==> src/rtl/phy_seq_pkg.sv <==
package phy_seq_pkg;

  typedef enum logic [2:0] {
    S_IDLE,
    S_REF_WAIT,
    S_POR_WAIT,
    S_WR_REQ,
    S_CLK_WAIT,
    S_UTMI_WAIT,
    S_EXIT_POR,
    S_EXIT_REF
  } seq_state_e;

  function automatic int unsigned us_to_cycles(int unsigned us, int unsigned cyc_per_us);
    return us * cyc_per_us;
  endfunction

  function automatic int unsigned max_of4(int unsigned a, int unsigned b,
                                          int unsigned c, int unsigned d);
    int unsigned m;
    m = a;
    if (b > m) m = b;
    if (c > m) m = c;
    if (d > m) m = d;
    return m;
  endfunction

endpackage

==> src/rtl/seq_wait_timer.sv <==
module seq_wait_timer #(
  parameter int CNT_W = 8
) (
  input  logic             clk,
  input  logic             rst_n,
  input  logic             start,
  input  logic [CNT_W-1:0] len,
  output logic             expired
);
  logic [CNT_W-1:0] cnt;
  logic             run;

  // A wait of len cycles: expired is seen in the cycle before edge start+len.
  always_ff @(posedge clk or negedge rst_n) begin
    if (!rst_n) begin
      cnt <= '0;
      run <= 1'b0;
    end else if (start) begin
      cnt <= len - CNT_W'(1);
      run <= 1'b1;
    end else if (run) begin
      if (cnt == '0) run <= 1'b0;
      else           cnt <= cnt - CNT_W'(1);
    end
  end

  assign expired = run && (cnt == '0);
endmodule

==> src/rtl/seq_req_arb.sv <==
module seq_req_arb #(
  parameter int NP     = 2,
  parameter int PIDX_W = 1
) (
  input  logic              clk,
  input  logic              rst_n,
  input  logic [NP-1:0]     init_req,
  input  logic [NP-1:0]     exit_req,
  input  logic              take,
  output logic              grant_valid,
  output logic [PIDX_W-1:0] grant_port,
  output logic              grant_exit,
  output logic              any_pend
);
  logic [NP-1:0] pend_init, pend_exit;
  logic [NP-1:0] nxt_init, nxt_exit;

  // Lowest port wins; within a port, exit wins over init.
  always_comb begin
    grant_valid = 1'b0;
    grant_port  = '0;
    grant_exit  = 1'b0;
    for (int i = NP - 1; i >= 0; i--) begin
      if (pend_init[i] || pend_exit[i]) begin
        grant_valid = 1'b1;
        grant_port  = PIDX_W'(i);
        grant_exit  = pend_exit[i];
      end
    end
  end

  // A new strobe in the same cycle as a grant stays pending.
  always_comb begin
    for (int i = 0; i < NP; i++) begin
      nxt_init[i] = init_req[i] | (pend_init[i] &
                    ~(take && grant_valid && !grant_exit && grant_port == PIDX_W'(i)));
      nxt_exit[i] = exit_req[i] | (pend_exit[i] &
                    ~(take && grant_valid && grant_exit && grant_port == PIDX_W'(i)));
    end
  end

  always_ff @(posedge clk or negedge rst_n) begin
    if (!rst_n) begin
      pend_init <= '0;
      pend_exit <= '0;
    end else begin
      pend_init <= nxt_init;
      pend_exit <= nxt_exit;
    end
  end

  assign any_pend = (|pend_init) | (|pend_exit);
endmodule

==> src/rtl/phy_rst_seq.sv <==
module phy_rst_seq
  import phy_seq_pkg::*;
#(
  parameter int NUM_PORTS     = 2,
  parameter int CYC_PER_US    = 250,
  parameter int REF_WAIT_US   = 100,
  parameter int POR_WAIT_US   = 300,
  parameter int CLKEN_WAIT_US = 2000,
  parameter int UTMI_WAIT_US  = 2000,
  parameter int WPORT_W       = 3,
  parameter int ADDR_W        = 8,
  parameter int DATA_W        = 8,
  parameter logic [WPORT_W-1:0] CLKEN_PORT = '0,
  parameter logic [ADDR_W-1:0]  CLKEN_ADDR = 8'h06,
  parameter logic [DATA_W-1:0]  CLKEN_DATA = 8'h04
) (
  input  logic                 clk,
  input  logic                 rst_n,
  input  logic [NUM_PORTS-1:0] init_req,
  input  logic [NUM_PORTS-1:0] exit_req,
  input  logic                 wr_done,
  output logic                 refclk_en,
  output logic                 por_rst,
  output logic [NUM_PORTS-1:0] utmi_rst,
  output logic                 wr_req,
  output logic [WPORT_W-1:0]   wr_port,
  output logic [ADDR_W-1:0]    wr_addr,
  output logic [DATA_W-1:0]    wr_data,
  output logic [NUM_PORTS-1:0] port_ready,
  output logic                 busy
);
  localparam int unsigned REF_CYC  = us_to_cycles(REF_WAIT_US, CYC_PER_US);
  localparam int unsigned POR_CYC  = us_to_cycles(POR_WAIT_US, CYC_PER_US);
  localparam int unsigned CLK_CYC  = us_to_cycles(CLKEN_WAIT_US, CYC_PER_US);
  localparam int unsigned UTMI_CYC = us_to_cycles(UTMI_WAIT_US, CYC_PER_US);
  localparam int unsigned LONGEST  = max_of4(REF_CYC, POR_CYC, CLK_CYC, UTMI_CYC);
  localparam int CNT_W  = $clog2(LONGEST + 1);
  localparam int PIDX_W = (NUM_PORTS > 1) ? $clog2(NUM_PORTS) : 1;
  localparam logic [CNT_W-1:0] REF_LEN  = CNT_W'(REF_CYC);
  localparam logic [CNT_W-1:0] POR_LEN  = CNT_W'(POR_CYC);
  localparam logic [CNT_W-1:0] CLK_LEN  = CNT_W'(CLK_CYC);
  localparam logic [CNT_W-1:0] UTMI_LEN = CNT_W'(UTMI_CYC);

  seq_state_e state;
  logic [PIDX_W-1:0] cur_port;
  logic shared_up;

  // Named events shared with the checker.
  logic              grant_valid, grant_exit, any_pend, take;
  logic [PIDX_W-1:0] grant_port;
  logic              ev_init_grant, ev_exit_grant, ev_wr_accept, tmr_expired;
  logic              tmr_start, others_ready;
  logic [CNT_W-1:0]  tmr_len;
  logic [NUM_PORTS-1:0] grant_mask;

  seq_req_arb #(.NP(NUM_PORTS), .PIDX_W(PIDX_W)) u_arb (
    .clk         (clk),
    .rst_n       (rst_n),
    .init_req    (init_req),
    .exit_req    (exit_req),
    .take        (take),
    .grant_valid (grant_valid),
    .grant_port  (grant_port),
    .grant_exit  (grant_exit),
    .any_pend    (any_pend)
  );

  seq_wait_timer #(.CNT_W(CNT_W)) u_tmr (
    .clk     (clk),
    .rst_n   (rst_n),
    .start   (tmr_start),
    .len     (tmr_len),
    .expired (tmr_expired)
  );

  always_comb begin
    grant_mask = '0;
    grant_mask[grant_port] = 1'b1;
  end

  assign take          = (state == S_IDLE) && grant_valid;
  assign ev_init_grant = take && !grant_exit && !port_ready[grant_port];
  assign ev_exit_grant = take && grant_exit && port_ready[grant_port];
  assign ev_wr_accept  = (state == S_WR_REQ) && wr_done;
  assign others_ready  = |(port_ready & ~grant_mask);

  always_comb begin
    tmr_start = 1'b0;
    tmr_len   = UTMI_LEN;
    if (ev_init_grant) begin
      tmr_start = 1'b1;
      tmr_len   = shared_up ? UTMI_LEN : REF_LEN;
    end else if (state == S_REF_WAIT && tmr_expired) begin
      tmr_start = 1'b1;
      tmr_len   = POR_LEN;
    end else if (ev_wr_accept) begin
      tmr_start = 1'b1;
      tmr_len   = CLK_LEN;
    end else if (state == S_CLK_WAIT && tmr_expired) begin
      tmr_start = 1'b1;
      tmr_len   = UTMI_LEN;
    end
  end

  always_ff @(posedge clk or negedge rst_n) begin
    if (!rst_n) begin
      state      <= S_IDLE;
      cur_port   <= '0;
      shared_up  <= 1'b0;
      refclk_en  <= 1'b0;
      por_rst    <= 1'b1;
      utmi_rst   <= '1;
      port_ready <= '0;
      wr_req     <= 1'b0;
    end else begin
      unique case (state)
        S_IDLE: begin
          if (ev_init_grant) begin
            cur_port <= grant_port;
            if (shared_up) begin
              utmi_rst[grant_port] <= 1'b0;
              state <= S_UTMI_WAIT;
            end else begin
              refclk_en <= 1'b1;
              state <= S_REF_WAIT;
            end
          end else if (ev_exit_grant) begin
            utmi_rst[grant_port]   <= 1'b1;
            port_ready[grant_port] <= 1'b0;
            if (!others_ready) state <= S_EXIT_POR;
          end
        end
        S_REF_WAIT: if (tmr_expired) begin
          por_rst <= 1'b0;
          state   <= S_POR_WAIT;
        end
        S_POR_WAIT: if (tmr_expired) begin
          wr_req <= 1'b1;
          state  <= S_WR_REQ;
        end
        S_WR_REQ: if (wr_done) begin
          wr_req <= 1'b0;
          state  <= S_CLK_WAIT;
        end
        S_CLK_WAIT: if (tmr_expired) begin
          shared_up          <= 1'b1;
          utmi_rst[cur_port] <= 1'b0;
          state              <= S_UTMI_WAIT;
        end
        S_UTMI_WAIT: if (tmr_expired) begin
          port_ready[cur_port] <= 1'b1;
          state                <= S_IDLE;
        end
        S_EXIT_POR: begin
          por_rst   <= 1'b1;
          shared_up <= 1'b0;
          state     <= S_EXIT_REF;
        end
        S_EXIT_REF: begin
          refclk_en <= 1'b0;
          state     <= S_IDLE;
        end
        default: state <= S_IDLE;
      endcase
    end
  end

  assign wr_port = CLKEN_PORT;
  assign wr_addr = CLKEN_ADDR;
  assign wr_data = CLKEN_DATA;
  assign busy    = (state != S_IDLE) || any_pend;
endmodule

==> config.mk <==
export PLATFORM = sky130hd
export DESIGN_NAME = phy_rst_seq
export DESIGN_NICKNAME = d
export VERILOG_FILES = /design/src/rtl/phy_seq_pkg.sv /design/src/rtl/seq_wait_timer.sv /design/src/rtl/seq_req_arb.sv /design/src/rtl/phy_rst_seq.sv
export SDC_FILE = /design/constraint.sdc
export NUM_CORES = 1
export LEC_CHECK = 0
export ABC_AREA = 0
export BUFFER_PORTS_ARGS = -buffer_cell sky130_fd_sc_hd__buf_2
export CAP_MARGIN = 20
export CORE_ASPECT_RATIO = 1.5
export CORE_MARGIN = 3
export CORE_UTILIZATION = 40
export DETAILED_ROUTE_END_ITERATION = 10
export PLACE_DENSITY_LB_ADDON = 0.15
export SYNTH_ARGS = -nofsm -noshare
export SYNTH_HDL_FRONTEND = slang
export SYNTH_SLANG_ARGS = --single-unit
==> constraint.sdc <==
create_clock -name clk -period 7.7 [get_ports clk]
set_clock_uncertainty 0.1 [all_clocks]
set_input_delay 1.54 -clock clk [delete_from_list [all_inputs] [get_ports clk]]
set_output_delay 1.54 -clock clk [all_outputs]
set_load 0.02 [all_outputs]
* Word level (Yosys, flattened, before mapping)
Index checks and enable logic that the tools add are counted.
W data, S select, Z words.
** Storage, ports and cells
- Register bits after elaboration :: 36
- Bits of input ports :: 7
- Output and inout bits :: 27
- Word-level logic and storage cells :: 156
** Cells by class
- Add/subtract/negate cells :: 2
- Order comparisons :: 4
- Eq/ne operators :: 20
- Mux-type cells :: 52
- Bitwise logic cells :: 21
- Reduce and logical (&&, ||, !) cells :: 45
** Operators with widths (number)
- $mux W19 :: 6
- $sub A19 B1 Y19 const B :: 2
- $mux W3 :: 9
- $pmux W3 S8 :: 1
- $mux W1 :: 21
- $ne A2 B2 Y1 const B :: 10
- $logic_not A19 Y1 :: 1
- $logic_and A1 B1 Y1 :: 18
- $mux W2 :: 7
- $reduce_bool A2 Y1 :: 7
- $eq A3 B3 Y1 const B :: 4
- $ne A3 B3 Y1 const B :: 3
- $pmux W1 S2 :: 4
- $pmux W2 S2 :: 2
- $reduce_and A2 Y1 :: 4
- $reduce_and A4 Y1 :: 2
- $reduce_and A7 Y1 :: 1
- $and A2 B2 Y2 :: 3
- $eq A3 B2 Y1 const B :: 2
- $reduce_and A3 Y1 :: 2
- $reduce_or A2 Y1 :: 3
- $not A1 Y1 :: 5
- $or A1 B1 Y1 :: 5
- $and A1 B1 Y1 :: 4
- 10 further kinds :: 18

* Depth between registers and ports, before layout
- Word-level depth :: 14
- Depth in mapped cells :: 15
- Gate-level depth less buffers :: 12

* By module
A second synthesis with hierarchy kept.
** Second synthesis, totals
- Cell total of the unflattened synthesis :: 311
- Area, all modules :: 2811.4 um^2
** Modules (own cells, without submodules)
- seq_wait_timer :: instances 1, cells an instance 172, area an instance 1594.0 um^2, seq. area each 500.5 um^2
- phy_rst_seq :: instances 1, cells an instance 120, area an instance 1024.7 um^2, seq. area each 304.0 um^2
- seq_req_arb :: instances 1, cells an instance 19, area an instance 192.7 um^2, seq. area each 100.1 um^2

* Worst setup path before layout
No wires, ideal clock.
- Path type :: reg-to-reg
- From :: reg u_tmr.cnt[4]
- To :: reg u_tmr.cnt[12]
- Library setup time :: 0.119 ns
- Arrival :: 3.345 ns
- Required time :: 7.481 ns
- Slack :: 4.137 ns
- Cell stages (with the launch flop) :: 15
- Buffers on the path :: 2
- Clock period less this slack :: 3.563 ns
- Cells stage by stage :: dfrtp_1 or4_4 or3b_4 or2_4 o31a_2 and2_4 buf_6 buf_8 nand2_1 ha_1 nand2_1 nor3_1 and4b_1 xnor2_1 nor2_1
** Between the ends
- Cells in the longest elaborated chain, start to end :: 9
- Elaborated cells on any way between the ends :: 18
- Classes of those cells :: add/sub: 2; eq/ne: 1; mux: 9; reduce/logical: 6
** Ends and longest elaborated chain
- from (decl) :: RTL line seq_wait_timer.sv:10 : logic [CNT_W-1:0] cnt;
- from (signal assigned) :: RTL line seq_wait_timer.sv:19 : cnt <= len - CNT_W'(1);
- from (signal assigned) :: RTL line seq_wait_timer.sv:23 : else cnt <= cnt - CNT_W'(1);
- branches (longest 9 deep; another with $sub A19 B1 Y19)
Parallel ways; which one is timed is not known. The select of a mux whose other input is x is not followed.
A chain may end at the register's enable or synchronous reset.

* Worst setup path in the final report
- From :: reg state[1]
- To :: reg u_tmr.cnt[12]
** Between the ends
- Cells in the longest elaborated chain, start to end :: 8
- Elaborated cells on any way between the ends :: 21
- Classes of those cells :: add/sub: 1; eq/ne: 4; mux: 7; reduce/logical: 9
** Ends and longest elaborated chain
- from (decl) :: RTL line phy_rst_seq.sv:44 : seq_state_e state;
- from (signal assigned) :: RTL line phy_rst_seq.sv:107 : state <= S_IDLE;
- from (signal assigned) :: RTL line phy_rst_seq.sv:122 : state <= S_UTMI_WAIT;
- from (signal assigned) :: RTL line phy_rst_seq.sv:125 : state <= S_REF_WAIT;
- branches (longest 8 deep; another with $sub A19 B1 Y19)
Parallel ways; which one is timed is not known.

==> results.ini <==
[power]
power_density_mw_per_mm2=143
seq_power_share=0.550
power_leakage_nw=0.944
vdd_drop_max_uv=76.6
swShare=0.238
comb_power_share=0.040
p_sw_mw=0.0819
p_clk_frac=0.410
p_int_mw=0.262

[timing]
rsz0062_at_grt=no
slew_headroom=0.430
timing.hold.ws_ns=0.386
slew_violations=0
setup_tns_ns=0
hold_violations=0
setup_violations=0
min_period_over_period=0.499
tightest_slew_ns=0.846
max_freq_ghz=0.260
period_minus_slack_ns=3.84

[logic_synthesis]
synth_edf_count=0
ys_async_sr_fraction=1.00
synth_area_leaders=dfrtp_1, buf_4, a21oi_1
yosys.area.top_type=dfrtp_1
ys_types=62
synth-seq-cells=36
syn_area_mm2=0.00232
synth.avg_cell_area_um2=8.98
dominantRegCellSynth=dfrtp_1
ys_seq_area_frac=0.389
synth.top_cell.area_share=0.355
ys_warn_count=0
synthCells=259

[route]
routed_wl_um=5290
ant_nets=0
first_iter_violations=158
vias_per_cell=5.53
drcViolationCount=0
via_count=1865
routedWlPerCell_um=15.7
drtPass1Iterations=4

[floorplan]
core_area_mm2=0.00553
num_rows=33
die-area_mm2=0.00678
ios=34
dieHeight_um=99.4
die_w_um=68.2
start_util=0.420

[setup_path]
startpoint=state[1]
arrival_ns=3.90
crit_end=u_tmr.cnt[12]
cp.required_ns=7.76
worst-setup-path-type=reg -> reg
worst_setup_path_end_kind=flip-flop
crit_fanout=17
timing.rr.start=state[1]
reg2reg_to=u_tmr.cnt[12]
r2r_slack_ns=3.86
reg2reg_depth=12
start_kind=flip-flop

[global_route]
grt-ovfl-total=0
antenna_found_initial=0
grt_pass1_vias=1835
track_usage=0.168
grt_max_degree=37
grt_pass1_wl_um=8700

[clocking]
clock_latency_ns=0.29
cts.sinks=36
cts_tree=built
cts_setup_buffers=0
hold_buffers=0
cts_resized=0
h-tree-depth=2
cts_buffers=5
clk_pin_slew_ns=0.08
clockBufferDepth=2
cts_root_buf=clkbuf_8

[placed_design]
io_buffers=14
routabilityCongestion=0.887
hpwl_um=3950

[final_layout]
utilization=0.434
nets=274
antenna_cells=0
area_delta_synth_final_pct=3.39
final_layout_size_suffix_gt1_frac=0.139

[hold_path]
hold_path.class=reg -> reg

[run]
timing.max_cap.violations=0

[run_status]
status=finished, final reports clean

==> cell usage after synthesis, drive strengths merged (5+ instances only) <==
cell type	n
dfrtp	33
buf	27
nor2	26
nand2	25
a21oi	21
nor3	12
xnor2	10
nor4	9
o21ai	8
nand3	7
inv	6
a21o	5
o22ai	5
==> metal layers <==
layer | vias up | global-route usage | part of all wire
met5 | - | 0 | 0
met4 | 0 | 0.0720 | 0.019
met3 | 8 | 0.0316 | 0.029
met2 | 41 | 0.296 | 0.55
met1 | 906 | 0.189 | 0.40
li1 | 910 | - | -
==> cell families after synthesis <==
logic type,share of synthesized area
and+or+nand+nor,0.234
DFF,0.389
other,0.00323
xor gates and xnor gates,0.0452
muxes,0.00861
buffers and inverters,0.111
AOI/OAI and AO/OA,0.204
adders and majority gates,0.00538
==> per-stage QoR <==
step | instance area, um2 | instances | setup WS (ns) | total power [mW]
after floorplan | 2390 | 276 | 4.14 | 0.208
after global placement | 2310 | 329 | 3.95 | 0.207
after detailed placement | 2310 | 329 | 3.87 | 0.207
after CTS | 2400 | 337 | 3.87 | 0.350
after global routing | 2400 | 337 | 3.55 | 0.362
final | 2400 | 337 | 3.86 | 0.344
==> final cells by class <==
class | instances | area (um2)
clock buffers | 6 | 82.6
clock inverters | 2 | 10.0
fillers | 590 | 3130
inverters | 6 | 22.5
multi-input cells | 203 | 1230
flip-flops and latches | 36 | 905
well taps | 70 | 87.6
repair buffers | 14 | 70.1
==> worst max-delay path, cell delays in order (launching register included) <==
cell and delay [ns]:
dfrtp_1 0.59, nor3_1 0.61, nand4b_1 0.42, a211o_1 0.35, o31a_2 0.12, and2_4 0.20, nand2_1 0.08, ha_1 0.26
nand2_1 0.07, nor3_1 0.43, and4b_1 0.28, xnor2_1 0.12, nor2_1 0.05
==> worst min path at each step <==
| stage | startpoint | endpoint | cells past startpoint |
|---|---|---|---|
| 2_1_floorplan | u_tmr.cnt[7] | u_tmr.cnt[7] | 1 |
| 3_3_place_gp | por_rst | por_rst | 2 |
| 3_5_place_dp | por_rst | por_rst | 2 |
| 4_1_cts | por_rst | por_rst | 2 |
| 5_1_grt | por_rst | por_rst | 2 |
| 6_report | por_rst | por_rst | 2 |
==> sequential cells by signal, summed over array words and instances, names as in the netlist, named ones only <==
| name | flops |
|---|---|
| u_arb.pend_init | 2 |
| u_arb.pend_exit | 2 |
| wr_req | 1 |
| u_tmr.cnt | 19 |
| port_ready | 2 |
| shared_up | 1 |
| refclk_en | 1 |
| por_rst | 1 |
| u_tmr.run | 1 |
| cur_port | 1 |
| state | 3 |
==> cell usage in the layout (no fill, tap or decap), drive strengths merged, types with 5 or more instances in the layout <==
master / synthesis / routed
a21o: 5 / 5
a21oi: 21 / 21
buf: 27 / 14
clkbuf: 4 / 6
conb: 2 / 19
dfrtp: 33 / 33
inv: 6 / 6
nand2: 25 / 25
nand3: 7 / 7
nor2: 26 / 26
nor3: 12 / 12
nor4: 9 / 9
o21ai: 8 / 8
o22ai: 5 / 5
xnor2: 10 / 10
==> power groups by stage <==
stage	sequential, mW	combinational (mW)	clock, mW
2_1_floorplan	0.193	0.0156	0
3_3_place_gp	0.193	0.0139	0
3_5_place_dp	0.193	0.0140	0
4_1_cts	0.189	0.0140	0.147
5_1_grt	0.189	0.0155	0.157
6_report	0.189	0.0138	0.141
Power figures use the tool's default switching activity.
